### src/rtl/ostmr_pkg.sv
package ostmr_pkg;

  // Register byte offsets; compare channel n sits at CMP_BASE + 4*n
  localparam int unsigned CMP_BASE = 'h00;
  localparam int unsigned OFS_CNT  = 'h10;
  localparam int unsigned OFS_STAT = 'h14;
  localparam int unsigned OFS_ARM  = 'h18;
  localparam int unsigned OFS_IEN  = 'h1C;

  typedef enum logic [2:0] {
    SEL_NONE,
    SEL_CMP,
    SEL_CNT,
    SEL_STAT,
    SEL_ARM,
    SEL_IEN
  } reg_sel_e;

endpackage

### src/rtl/ostmr_counter.sv
module ostmr_counter #(
  parameter int unsigned W = 32
) (
  input  logic         clk,
  input  logic         rst_n,
  input  logic         tick_en,
  input  logic         load_en,
  input  logic [W-1:0] load_val,
  output logic [W-1:0] cnt_q,
  output logic [W-1:0] cnt_nxt,
  output logic         cnt_upd
);

  // a load wins over a tick; the sum wraps naturally at W bits
  always_comb begin
    cnt_upd = load_en | tick_en;
    cnt_nxt = load_en ? load_val : (cnt_q + W'(1));
  end

  always_ff @(posedge clk or negedge rst_n) begin
    if (!rst_n)       cnt_q <= '0;
    else if (cnt_upd) cnt_q <= cnt_nxt;
  end

  AST_CNT_HOLD: assert property (@(posedge clk) disable iff (!rst_n)
    (!tick_en && !load_en) |=> $stable(cnt_q));
  AST_CNT_STEP: assert property (@(posedge clk) disable iff (!rst_n)
    (tick_en && !load_en) |=> (cnt_q == $past(cnt_q) + W'(1)));
  AST_CNT_LOAD: assert property (@(posedge clk) disable iff (!rst_n)
    load_en |=> (cnt_q == $past(load_val)));

endmodule

### src/rtl/ostmr_cmp_ch.sv
module ostmr_cmp_ch #(
  parameter int unsigned W = 32
) (
  input  logic         clk,
  input  logic         rst_n,
  input  logic         wr_en,
  input  logic [W-1:0] wr_val,
  input  logic [W-1:0] cnt_nxt,
  input  logic         cnt_upd,
  output logic [W-1:0] cmp_q,
  output logic         hit
);

  logic [W-1:0] cmp_d;

  always_comb begin
    cmp_d = wr_en ? wr_val : cmp_q;
    // compare against the value the counter is about to take
    hit   = cnt_upd && (cnt_nxt == cmp_q);
  end

  always_ff @(posedge clk or negedge rst_n) begin
    if (!rst_n) cmp_q <= '0;
    else        cmp_q <= cmp_d;
  end

  AST_CMP_WRITE: assert property (@(posedge clk) disable iff (!rst_n)
    wr_en |=> (cmp_q == $past(wr_val)));

endmodule

### src/rtl/ostmr_event.sv
module ostmr_event #(
  parameter int unsigned NUM_CH = 4,
  parameter int unsigned IEN_W  = 12,
  parameter int unsigned WD_CH  = 3
) (
  input  logic              clk,
  input  logic              rst_n,
  input  logic [NUM_CH-1:0] hit,
  input  logic              ien_wr,
  input  logic [IEN_W-1:0]  ien_wdata,
  input  logic              stat_wr,
  input  logic [NUM_CH-1:0] stat_wdata,
  input  logic              arm_wr,
  input  logic              arm_wdata,
  output logic [IEN_W-1:0]  ien_q,
  output logic [NUM_CH-1:0] stat_q,
  output logic              arm_q,
  output logic              reset_req
);

  logic [IEN_W-1:0]  ien_d;
  logic [NUM_CH-1:0] stat_d;
  logic              arm_d;
  logic              fire;

  always_comb begin
    ien_d = ien_wr ? ien_wdata : ien_q;
    for (int n = 0; n < NUM_CH; n++) begin
      // a fresh hit outranks a clear in the same cycle
      if (hit[n] && ien_q[n])            stat_d[n] = 1'b1;
      else if (stat_wr && stat_wdata[n]) stat_d[n] = 1'b0;
      else                               stat_d[n] = stat_q[n];
    end
    fire  = hit[WD_CH] & arm_q;
    arm_d = fire ? 1'b0 : (arm_wr ? arm_wdata : arm_q);
  end

  always_ff @(posedge clk or negedge rst_n) begin
    if (!rst_n) begin
      ien_q     <= '0;
      stat_q    <= '0;
      arm_q     <= 1'b0;
      reset_req <= 1'b0;
    end else begin
      ien_q     <= ien_d;
      stat_q    <= stat_d;
      arm_q     <= arm_d;
      reset_req <= fire;
    end
  end

  AST_WDOG_PULSE: assert property (@(posedge clk) disable iff (!rst_n)
    reset_req |=> !reset_req);
  AST_WDOG_DISARM: assert property (@(posedge clk) disable iff (!rst_n)
    reset_req |-> !arm_q);

  for (genvar g = 0; g < NUM_CH; g++) begin : g_chk
    AST_STAT_NEEDS_IEN: assert property (@(posedge clk) disable iff (!rst_n)
      $rose(stat_q[g]) |-> $past(ien_q[g]));
    AST_STAT_W1C: assert property (@(posedge clk) disable iff (!rst_n)
      $fell(stat_q[g]) |-> $past(stat_wr && stat_wdata[g]));
  end

endmodule

### src/rtl/os_match_timer.sv
module os_match_timer #(
  parameter int unsigned DATA_W = 32,
  parameter int unsigned ADDR_W = 8,
  parameter int unsigned NUM_CH = 4,
  parameter int unsigned IEN_W  = 12,
  parameter int unsigned WD_CH  = 3
) (
  input  logic              clk,
  input  logic              rst_n,
  input  logic              tick_en,
  input  logic              bus_valid,
  input  logic              bus_write,
  input  logic [ADDR_W-1:0] bus_addr,
  input  logic [DATA_W-1:0] bus_wdata,
  output logic [DATA_W-1:0] bus_rdata,
  output logic              bus_err,
  output logic [NUM_CH-1:0] irq,
  output logic              reset_req
);
  import ostmr_pkg::*;

  localparam int unsigned CH_IDX_W = (NUM_CH > 1) ? $clog2(NUM_CH) : 1;

  reg_sel_e            sel;
  logic [CH_IDX_W-1:0] cmp_idx;
  logic                wr_req;
  logic                rd_req;
  logic [NUM_CH-1:0]   cmp_wr;
  logic [NUM_CH-1:0]   hit;
  logic [DATA_W-1:0]   cmp_q [NUM_CH];
  logic [DATA_W-1:0]   cnt_q;
  logic [DATA_W-1:0]   cnt_nxt;
  logic                cnt_upd;
  logic [IEN_W-1:0]    ien_q;
  logic [NUM_CH-1:0]   stat_q;
  logic                arm_q;
  logic [DATA_W-1:0]   rd_val;
  logic [DATA_W-1:0]   rdata_d;
  logic                err_d;

  // address decode
  always_comb begin
    sel     = SEL_NONE;
    cmp_idx = '0;
    for (int n = 0; n < NUM_CH; n++) begin
      if (bus_addr == ADDR_W'(CMP_BASE + 4 * n)) begin
        sel     = SEL_CMP;
        cmp_idx = CH_IDX_W'(n);
      end
    end
    if (bus_addr == ADDR_W'(OFS_CNT))  sel = SEL_CNT;
    if (bus_addr == ADDR_W'(OFS_STAT)) sel = SEL_STAT;
    if (bus_addr == ADDR_W'(OFS_ARM))  sel = SEL_ARM;
    if (bus_addr == ADDR_W'(OFS_IEN))  sel = SEL_IEN;
    wr_req = bus_valid &  bus_write;
    rd_req = bus_valid & ~bus_write;
    for (int n = 0; n < NUM_CH; n++)
      cmp_wr[n] = wr_req && (sel == SEL_CMP) && (cmp_idx == CH_IDX_W'(n));
  end

  ostmr_counter #(.W(DATA_W)) u_cnt (
    .clk      (clk),
    .rst_n    (rst_n),
    .tick_en  (tick_en),
    .load_en  (wr_req && (sel == SEL_CNT)),
    .load_val (bus_wdata),
    .cnt_q    (cnt_q),
    .cnt_nxt  (cnt_nxt),
    .cnt_upd  (cnt_upd)
  );

  for (genvar g = 0; g < NUM_CH; g++) begin : g_ch
    ostmr_cmp_ch #(.W(DATA_W)) u_ch (
      .clk     (clk),
      .rst_n   (rst_n),
      .wr_en   (cmp_wr[g]),
      .wr_val  (bus_wdata),
      .cnt_nxt (cnt_nxt),
      .cnt_upd (cnt_upd),
      .cmp_q   (cmp_q[g]),
      .hit     (hit[g])
    );
  end

  ostmr_event #(.NUM_CH(NUM_CH), .IEN_W(IEN_W), .WD_CH(WD_CH)) u_evt (
    .clk        (clk),
    .rst_n      (rst_n),
    .hit        (hit),
    .ien_wr     (wr_req && (sel == SEL_IEN)),
    .ien_wdata  (bus_wdata[IEN_W-1:0]),
    .stat_wr    (wr_req && (sel == SEL_STAT)),
    .stat_wdata (bus_wdata[NUM_CH-1:0]),
    .arm_wr     (wr_req && (sel == SEL_ARM)),
    .arm_wdata  (bus_wdata[0]),
    .ien_q      (ien_q),
    .stat_q     (stat_q),
    .arm_q      (arm_q),
    .reset_req  (reset_req)
  );

  // read path
  always_comb begin
    unique case (sel)
      SEL_CMP:  rd_val = cmp_q[cmp_idx];
      SEL_CNT:  rd_val = cnt_q;
      SEL_STAT: rd_val = DATA_W'(stat_q);
      SEL_ARM:  rd_val = DATA_W'(arm_q);
      SEL_IEN:  rd_val = DATA_W'(ien_q);
      default:  rd_val = '0;
    endcase
    rdata_d = rd_req ? rd_val : '0;
    err_d   = rd_req && (sel == SEL_NONE);
  end

  always_ff @(posedge clk or negedge rst_n) begin
    if (!rst_n) begin
      bus_rdata <= '0;
      bus_err   <= 1'b0;
    end else begin
      bus_rdata <= rdata_d;
      bus_err   <= err_d;
    end
  end

  assign irq = stat_q;

  AST_ERR_ZERO: assert property (@(posedge clk) disable iff (!rst_n)
    bus_err |-> (bus_rdata == '0));
  AST_ERR_PULSE: assert property (@(posedge clk) disable iff (!rst_n)
    (bus_valid && bus_write) |=> !bus_err);

endmodule

### config.mk
export PLATFORM = sky130hd
export DESIGN_NAME = os_match_timer
export DESIGN_NICKNAME = d
export VERILOG_FILES = /design/src/rtl/ostmr_pkg.sv /design/src/rtl/ostmr_counter.sv /design/src/rtl/ostmr_cmp_ch.sv /design/src/rtl/ostmr_event.sv /design/src/rtl/os_match_timer.sv
export SDC_FILE = /design/constraint.sdc
export NUM_CORES = 1
export LEC_CHECK = 0
export ABC_AREA = 1
export BUFFER_PORTS_ARGS = -buffer_cell sky130_fd_sc_hd__buf_2
export CAP_MARGIN = 10
export CELL_PAD_IN_SITES_DETAIL_PLACEMENT = 0
export CELL_PAD_IN_SITES_GLOBAL_PLACEMENT = 1
export CORE_UTILIZATION = 35
export CTS_CLUSTER_DIAMETER = 100
export DETAILED_ROUTE_END_ITERATION = 12
export PLACE_DENSITY = 0.77
export SETUP_SLACK_MARGIN = 0.5
export SLEW_MARGIN = 20
export SYNTH_ARGS = -nofsm -noshare
export SYNTH_HDL_FRONTEND = slang
export SYNTH_SLANG_ARGS = --single-unit
### constraint.sdc
create_clock -name clk -period 2 [get_ports clk]
set_input_delay 0 -clock clk [delete_from_list [all_inputs] [get_ports clk]]
set_output_delay 0 -clock clk [all_outputs]
set_load 0.01 [all_outputs]
Word level (Yosys, flattened, before mapping)
Cells that the tools add are included.
{"block": "op_classes", "bitwise_logic": 6, "n_eq_ne": 19, "mux": 27, "n_reduce_logical": 30, "n_lt_le_gt_ge": 1, "add_sub_neg": 1}
{"operator": "one-hot mux 32 bit (5 select lines)", "n": 1}
{"operator": "equality test 32 bit", "n": 4}
{"operator": "2-to-1 mux 32 bit", "n": 4}
{"operator": "binary-select mux 32 bit (select 2 bit)", "n": 1}
{"operator": "adder 32 x 1 -> 32 bit (second input constant)", "n": 1}
{"operator": "equality test 8 x 5 -> 1 bit (second input constant)", "n": 4}
{"operator": "logical AND 1 bit", "n": 22}
{"operator": "2-to-1 mux 3 bit", "n": 6}
{"operator": "equality test 8 x 4 -> 1 bit (second input constant)", "n": 2}
{"operator": "2-to-1 mux 1 bit", "n": 13}
{"operator": "nonzero test 2 bit", "n": 5}
{"operator": "equality test 8 x 3 -> 1 bit (second input constant)", "n": 1}
{"operator": "zero test 8 bit", "n": 1}
{"operator": "equality test 3 x 2 -> 1 bit (second input constant)", "n": 2}
{"operator": "equality test 3 bit (second input constant)", "n": 2}
{"operator": "equality test 2 bit (second input constant)", "n": 2}
{"operator": "2-to-1 mux 2 bit", "n": 2}
{"operator": "bitwise AND 1 bit", "n": 3}
{"operator": "equality test 3 x 1 -> 1 bit (second input constant)", "n": 1}
{"operator": ">= comparator 3 bit (second input constant)", "n": 1}
{"operator": "zero test 3 bit", "n": 1}
{"operator": "NOT 2 -> 3 bit", "n": 1}
{"operator": "equality test 2 x 1 -> 1 bit (second input constant)", "n": 1}
{"operator": "zero test 2 bit", "n": 1}
{"operator": "other kinds (2)", "n": 2}
{"block": "word_totals", "inputBits": 45, "register_bits": 211}

Logic depth before layout (Yosys ltp)
Gate-level depths: netlist of run 1.
{"block": "depth", "ltp_word": 16, "ltp_mapped": 18}

By module
Synthesis of run 1 repeated with hierarchy kept, for this count alone.
{"block": "hier_totals", "cells_unflattened": 1964, "area_unflattened_um2": 13238.9}
{"module": "ostmr_cmp_ch", "seq_area_each_um2": 800.8, "cells_per_inst": 235, "instances": 4, "area_each_um2": 1730.4}
{"module": "os_match_timer", "seq_area_each_um2": 825.8, "cells_per_inst": 511, "instances": 1, "area_each_um2": 2924.1}
{"module": "ostmr_counter", "seq_area_each_um2": 800.8, "cells_per_inst": 435, "instances": 1, "area_each_um2": 2680.1}
{"module": "ostmr_event", "seq_area_each_um2": 450.4, "cells_per_inst": 78, "instances": 1, "area_each_um2": 713.2}

Least setup slack after synthesis of run 1
No wires, ideal clock.
{"block": "synth_path", "path_type": "register to register", "start": "register u_cnt.cnt_q[1]", "end": "register u_evt.arm_q", "path_stages_with_launch": 16, "setup_time_ns": 0.113, "t_arrival_ns": 1.898, "setup_slack_ns": -0.011, "path_buffers": 0, "t_required_ns": 1.887, "path_cell_list": "dfrtp_1 ha_1 nand3_2 inv_2 nand2_1 nor2_1 xnor2_1 nand2_2 nand2_2 nand2_1 a21oi_1 nand3_1 nor2_2 nand3_1 nand2_1 inv_1"}
{"block": "synth_between", "elab_chain_cells": 6, "elab_cells_between_ends": 7}
{"element": "from (decl)", "line_no": "ostmr_counter.sv:9", "source": "output logic [W-1:0] cnt_q,"}
{"element": "from (signal assigned)", "line_no": "ostmr_counter.sv:22", "source": "else if (cnt_upd) cnt_q <= cnt_nxt;"}
{"element": "adder 32 x 1 -> 32 bit (*)", "line_no": "ostmr_counter.sv:17", "source": "cnt_nxt = load_en ? load_val : (cnt_q + W'(1));"}
{"element": "2-to-1 mux 32 bit (*)", "line_no": "ostmr_counter.sv:17"}
{"element": "equality test 32 bit (*)", "line_no": "ostmr_cmp_ch.sv:19", "source": "hit = cnt_upd && (cnt_nxt == cmp_q);"}
{"element": "logical AND 1 bit (*)", "line_no": "ostmr_cmp_ch.sv:19"}
{"element": "bitwise AND 1 bit (*)", "line_no": "ostmr_event.sv:34", "source": "fire = hit[WD_CH] & arm_q;"}
{"element": "2-to-1 mux 1 bit or nonzero test 2 bit (tied branches)"}
{"element": "to (signal assigned)", "line_no": "ostmr_event.sv:47", "source": "arm_q <= arm_d;"}
{"element": "to (decl)", "line_no": "ostmr_event.sv:17", "source": "output logic arm_q,"}
Every way passes the cells marked *; elsewhere a longest branch is shown, timed or not.
A chain may end at the register's enable or synchronous reset.

Final worst setup path of run 1
{"block": "layout_path", "start": "register u_cnt.cnt_q[1]", "end": "register u_evt.stat_q[1]"}
{"block": "layout_between", "elab_chain_cells": 6, "elab_cells_between_ends": 7}
{"element": "adder 32 x 1 -> 32 bit (*)", "line_no": "ostmr_counter.sv:17"}
{"element": "2-to-1 mux 32 bit (*)", "line_no": "ostmr_counter.sv:17"}
{"element": "equality test 32 bit (*)", "line_no": "ostmr_cmp_ch.sv:19"}
{"element": "logical AND 1 bit (*)", "line_no": "ostmr_cmp_ch.sv:19"}
{"element": "logical AND 1 bit (*)", "line_no": "ostmr_event.sv:30", "source": "if (hit[n] && ien_q[n]) stat_d[n] = 1'b1;"}
{"element": "2-to-1 mux 1 bit or nonzero test 2 bit (tied branches)"}
{"element": "to (signal assigned)", "line_no": "ostmr_event.sv:46", "source": "stat_q <= stat_d;"}
{"element": "to (decl)", "line_no": "ostmr_event.sv:16", "source": "output logic [NUM_CH-1:0] stat_q,"}
Marked as above.

==> results of run 1 <==
[final cells by class]
class / instances / area share
multi-input combinational: 1276 / 0.397
clock buffer: 33 / 0.0387
clock inverter: 12 / 0.0108
sequential: 211 / 0.290
tap: 455 / 0.0312
timing repair buffer: 445 / 0.198
inverter: 162 / 0.0342
[critical path: cells and delay by family (launching register included)]
kind	cells	cell delay [ns]
and+or+nand+nor	11	1.24
DFF	1	0.42
buffers and inverters	2	0.26
xor gates and xnor gates	1	0.20
adders and majority gates	1	0.17
AOI/OAI and AO/OA	1	0.16
[power by group]
group | internal [mW] | switching (mW) | total, mW
Clock | 3.12 | 1.97 | 5.09
Sequential | 4.47 | 0.230 | 4.70
Combinational | 2.21 | 2.71 | 4.92
[kinds of logic (layout without fill, tap and decap cells)]
group           Yosys count  after routing  synth area share
compound gates          335            335             0.154
xor+xnor                 49             49            0.0355
fa+ha+maj                 1              1           0.00102
buf+inv                 222            652            0.0702
flops                   211            211             0.429
simple gates            891            891             0.310
[worst max-delay path by stage]
stage                        start               to  slack [ns]  cells after the start
detailed placement  u_cnt.cnt_q[4]  u_evt.stat_q[2]       -1.03                     19
floorplan           u_cnt.cnt_q[1]      u_evt.arm_q        0.09                     18
global placement    u_cnt.cnt_q[4]  u_evt.stat_q[2]       -1.03                     19
CTS                 u_cnt.cnt_q[0]  u_evt.stat_q[2]       -0.54                     18
finish              u_cnt.cnt_q[1]  u_evt.stat_q[1]       -0.52                     16
global route        u_cnt.cnt_q[1]  u_evt.stat_q[1]       -0.61                     16
[metal layers]
| metal | global-route usage | vias up | routed length [um] |
|---|---|---|---|
| met5 | 0 | - | 0 |
| met4 | 0.102 | 0 | 2050 |
| met3 | 0.0393 | 98 | 4560 |
| met2 | 0.484 | 622 | 24800 |
| met1 | 0.472 | 6699 | 25700 |
| li1 | - | 6390 | - |
[state kept, by name, summed over array words and instances (netlist names)]
register and count:
bus_err 1, bus_rdata 32, g_ch.u_ch.cmp_q 128, u_cnt.cnt_q 32
u_evt.arm_q 1, u_evt.ien_q 12, u_evt.reset_req 1, u_evt.stat_q 4
[layout by cell type (no fill, tap or decap), types with 7 or more instances in the layout]
cell           count
nand3_1           71
o211ai_1          20
nand2_2           79
nor2_2            30
nand3_2           18
o21ai_0          183
o21ai_2           16
a31oi_1           10
nand3b_1           7
o2111ai_1         14
buf_2             81
nand4_1           12
buf_4            262
nor2_1            89
buf_6             52
xor2_1            28
nand2_1          478
inv_1            147
o21ai_1           15
xor2_2             8
inv_2             13
nor3_1            10
a22oi_1            7
dlygate4sd3_1     34
clkbuf_16         25
nor2_4            33
a21oi_1           30
o22ai_1            9
buf_12            14
dfrtp_1          205
nand2_4           40
xnor2_1            7
[cells in the mapped netlist, drive strengths merged]
master / count
nor3b: 1
o2111ai: 14
o21ai: 218
nand2: 601
a221oi: 1
inv: 162
a32oi: 6
nand3b: 7
a21o: 1
o21bai: 4
clkbuf: 48
nor2: 152
dfrtp: 211
xor2: 38
o221ai: 5
buf: 12
a31oi: 10
nand3: 95
o22ai: 9
a21oi: 36
a22oi: 7
nand4: 12
a41oi: 3
o221a: 1
o211ai: 20
xnor2: 11
or2: 7
nor4: 3
nor3: 13
ha: 1
[stage by stage]
step           TNS (ns)   util
3_3_place_gp      -4.48  0.444
2_1_floorplan         0      -
4_1_cts           -2.66  0.514
5_1_grt           -3.61  0.528
6_report          -2.78  0.528
3_5_place_dp      -4.37  0.444
[repair_timing]
item	4_1_cts	5_1_grt
hold buffers	34	0
endpoints found under the hold margin	344	0
buffers inserted	38	14
gates resized for setup	243	102
pin swaps	96	62
endpoints found under the setup margin	38	45
==> results.yml, run 1 <==
logic_synthesis:
  ys_seq_area_frac: 0.429
  syn_inst: 1709
  synth_area_leaders: "dfrtp_1 43%, nand2_1 17%, o21ai_0 8.5%, inv_1 4.6%, nor2_1 4.1%"
  syn_area_um2: 12300
  ys_types: 45
  netlist.area_leader.share: 0.429
  synth-seq-cells: 211
  synth_top_cell_by_area: "dfrtp_1"
  ys.warnings.count: 0
  avgSynthCellArea_um2: 7.20
  synth_nets: 1755
global_route:
  grt_pass1_wl_um: 85200
  grt_max_degree: 65
  grt_overflow_total: 0
  grt_pass1_vias: 13300
  grt_antenna_before_repair: 0
  grt_use_total: 0.320
die:
  ios: 83
  die_w_um: 190
  core_area_um2: 34500
  rows: 68
  initial_core_util: 0.356
  dieArea_um2: 35900
  die_h_um: 190
outcome:
  violations: "hold timing, setup timing"
  status: "complete, but fails checks"
sta:
  fmaxAchievable_mhz: 397
  slew_viol_final: 0
  tightest_slew_ns: 0.729
  hold-worst-slack_ns: -0.000357
  fin_skew_ns: 0.0127
  post-route-min-period_ns: 2.52
  setup_ws_ns: -0.521
  grt_setup_unrepaired: "true"
  fin_crit_sh: 1.26
  hold_viol_final: 1
  slew_headroom: 0.514
  setup_viol: 6
worst_setup_path:
  crit_path_max_incr_delay_ns: 0.42
  crit_type: "reg2reg"
  required_ns: 2.47
  crit_fanout: 4
  critical_path.startpoint_type: "flip-flop"
  critPathSlowestCell: "dfrtp_2"
  rr_worst_depth: 16
  arrival_ns: 2.99
  r2r-end: "u_evt.stat_q[1]"
  timing.rr.start: "u_cnt.cnt_q[1]"
  r2r_slack_ns: -0.52
  cp_cell_sequence: "ha_4 > nand3_4 > nor2_4 > nand2_2 > buf_6 > nor2_4 > nand2_1 > nand2_2 > nand3_4 > nand2_4 > buf_4 > xor2_4 > nand3_2 > nor2_1 > nand3_1 > o21ai_1"
  cp-end-kind: "flip-flop"
route:
  wl_per_cell_um: 22.0
  dr.pass1.iters: 6
  drtAntennaViolNets: 0
  vias_per_cell: 5.32
  drc: 0
  drt_iter0_drc: 1357
  wl_um: 57100
  via_count: 13800
clock_network:
  cts_tree: "built"
  clk_path_buf_depth: 3
  cts.clk_slew.worst_paths_ns: 0.06
  cts.sinks: 211
  root_buffer: "clkbuf_16"
  cts_buffers: 25
  htree_num_levels: 1
  clock_latency_ns: 0.54
hold_path:
  worstHoldStart: "bus_wdata[4]"
  hold_path.class: "in2reg"
  hold_path_depth: 6
  min_to: "u_cnt.cnt_q[4]"
placement:
  gp_congestion: 0.971
  hpwl_um: 42500
  io_buffers: 82
  placedCellCount: 2463
  pre_cts_slack_ns: -1.03
  dpl_cell_area_um2: 15300
cells_and_area:
  fin_area_um2: 18200
  regArea_um2: 5290
  drive_gt1_frac: 0.343
  multi_input_area_um2: 7250
  num_antenna_cells: 0
  area_growth_pct: 48.2
  stdcell_count: 2594
  finish.net_count: 2167
  num-fill-cells: 3462
run:
  maxCapViolCount: 0
power_and_ir_drop:
  power.density_nw_per_um2: 807
  finalPower_mw: 14.7
  cellLeakagePower_nw: 8.43
  max-vdd-ir-drop_uv: 633
(Power assumes the default switching activity.)
==> run 2, diff against run 1 <==
- HOLD_SLACK_MARGIN: not set -> 0.02
- REMOVE_ABC_BUFFERS: not set -> 1
==> results.yml, run 2 (same netlist as run 1, synthesis figures left out) <==
placement:
  hpwl_um: 40500
  pre_cts_slack_ns: -1.16
  io_buffers: 82
  gp_congestion: 1.01
worst_setup_path:
  cp-end-kind: "flip-flop"
  crit_path_max_incr_delay_ns: 0.43
  arrival_ns: 3.02
  cp_cell_sequence: "buf_6 > nand3_4 > nor2_4 > nand2_4 > nand2_2 > nand2_2 > nand2_2 > buf_6 > xor2_2 > buf_6 > nand4_1 > nor2_1 > nand3_1 > nor2_4 > nand3_4 > nand2_2"
  critPathSlowestCell: "dfrtp_1"
  crit_fanout: 4
  timing.rr.start: "u_cnt.cnt_q[2]"
  critical_path.startpoint_type: "flip-flop"
  crit_path_frequent_cell: "nand2_2"
  critPathLaunch: "u_cnt.cnt_q[2]"
  required_ns: 2.49
  crit_type: "reg2reg"
power_and_ir_drop:
  max-vdd-ir-drop_uv: 704
  power.density_nw_per_um2: 809
  cellLeakagePower_nw: 8.48
clock_network:
  clk_path_buf_depth: 3
  cts.clk_slew.worst_paths_ns: 0.05
  cts_tree: "built"
  clock_latency_ns: 0.57
  root_buffer: "clkbuf_16"
  cts.sinks: 211
  htree_num_levels: 1
  cts_buffers: 26
sta:
  slew_headroom: 0.644
  setup_viol: 6
  post-route-min-period_ns: 2.53
  setup_ws_ns: -0.534
  fmaxAchievable_mhz: 395
  fin_setup_tns_ns: -2.54
  hold_viol_final: 0
  grt_setup_unrepaired: "true"
  slew_viol_final: 0
  tightest_slew_ns: 0.534
  fin_crit_sh: 1.27
  fin_skew_ns: 0.0235
die:
  ios: 83
  initial_core_util: 0.356
  core_area_um2: 34500
  die_w_um: 190
  dieArea_um2: 35900
  rows: 68
  die_h_um: 190
cells_and_area:
  layout_commonest_cell: "nand2_1"
  area_growth_pct: 47.9
  finish.net_count: 2146
  utilization: 0.527
  top_register: "g_ch.u_ch.cmp_q"
  largest_reg_flops: 128
  top_regs: "g_ch.u_ch.cmp_q (128), bus_rdata (32), u_cnt.cnt_q (32)"
  drive_gt1_frac: 0.340
  num_antenna_cells: 0
  layout_common_cells: "467 x nand2_1, 220 x buf_4, 208 x dfrtp_1"
global_route:
  grt_antenna_before_repair: 1
  grt_pass1_wl_um: 82600
  grt_overflow_total: 0
  grt_pass1_vias: 13000
  grt_use_total: 0.309
  grt_max_degree: 65
route:
  vias_per_cell: 5.28
  drt_iter0_drc: 1464
  wl_um: 55200
  dr.pass1.iters: 6
  wl_per_cell_um: 21.5
  via_count: 13600
  drc: 0
  drtAntennaViolNets: 0
outcome:
  violations: "setup timing"
  status: "complete, but fails checks"
hold_path:
  hold_path.class: "in2reg"
  worstHoldStart: "bus_wdata[13]"
run:
  maxCapViolCount: 0
## run 2: cell count changes in the layout (fill, tap and decap cells not counted), sizes merged
cell / change
buf: -28
dlygate4sd3: +6
clkinv: +3
bufinv: -2
clkinvlp: -3
inv: +1
clkbuf: +1
## run 2: path summary, 6_finish.rpt
check                      cells after the start  slack [ns]              end
max                                           16       -0.53  u_evt.stat_q[2]
min reg2reg                                    2        0.48   u_evt.ien_q[7]
max in group asynchronous                      4        0.80   u_cnt.cnt_q[1]
min in group asynchronous                      3        0.48    bus_rdata[13]
min                                            6        0.02  u_cnt.cnt_q[13]
max reg2reg                                   16       -0.53  u_evt.stat_q[2]
## run 2: where the power goes
group          total, mW  switching [mW]  internal [mW]
sequential          4.69           0.221           4.47
clock               5.10            1.97           3.14
combinational       4.92            2.75           2.17
total               14.7            4.94           9.78
## run 2: timing repair
action,CTS,global route
pin swaps,64,79
setup buffers,38,19
endpoints found under the setup margin,36,65
gates resized for setup,238,154
hold buffers,40,0
endpoints found under the hold margin,377,0
## run 2: layout make-up
| type | instances | area, um2 |
|---|---|---|
| fill | 3412 | 16300 |
| multi-input combinational | 1276 | 7300 |
| sequential | 211 | 5280 |
| timing repair buffer | 423 | 3520 |
| clock buffer | 34 | 752 |
| inverter | 162 | 616 |
| tap | 455 | 569 |
| clock inverter | 11 | 159 |
## run 2: worst max-delay path: cells and delay by family (launching register included)
kind	cells	cell delay, ns
simple gates	12	1.48
flops	1	0.43
buf+inv	3	0.42
xor+xnor	1	0.15
## run 2: metal layers
layer	wire (um)	track usage	up-vias
met5	9	0	-
met4	1730	0.0875	2
met3	4180	0.0471	104
met2	24400	0.481	499
met1	24900	0.442	6633
li1	-	-	6347
## run 2: through the flow
stage | total power [mW] | hold slack [ns] | std cells | cell area, um2
2_1_floorplan | 6.34 | -0.296 | 1649 | 12100
3_3_place_gp | 8.45 | -0.0540 | 2430 | 15100
3_5_place_dp | 8.45 | -0.0497 | 2430 | 15100
4_1_cts | 14.3 | 0.0213 | 2553 | 17500
5_1_grt | 15.3 | 0.0738 | 2572 | 18200
6_report | 14.7 | 0.0211 | 2572 | 18200
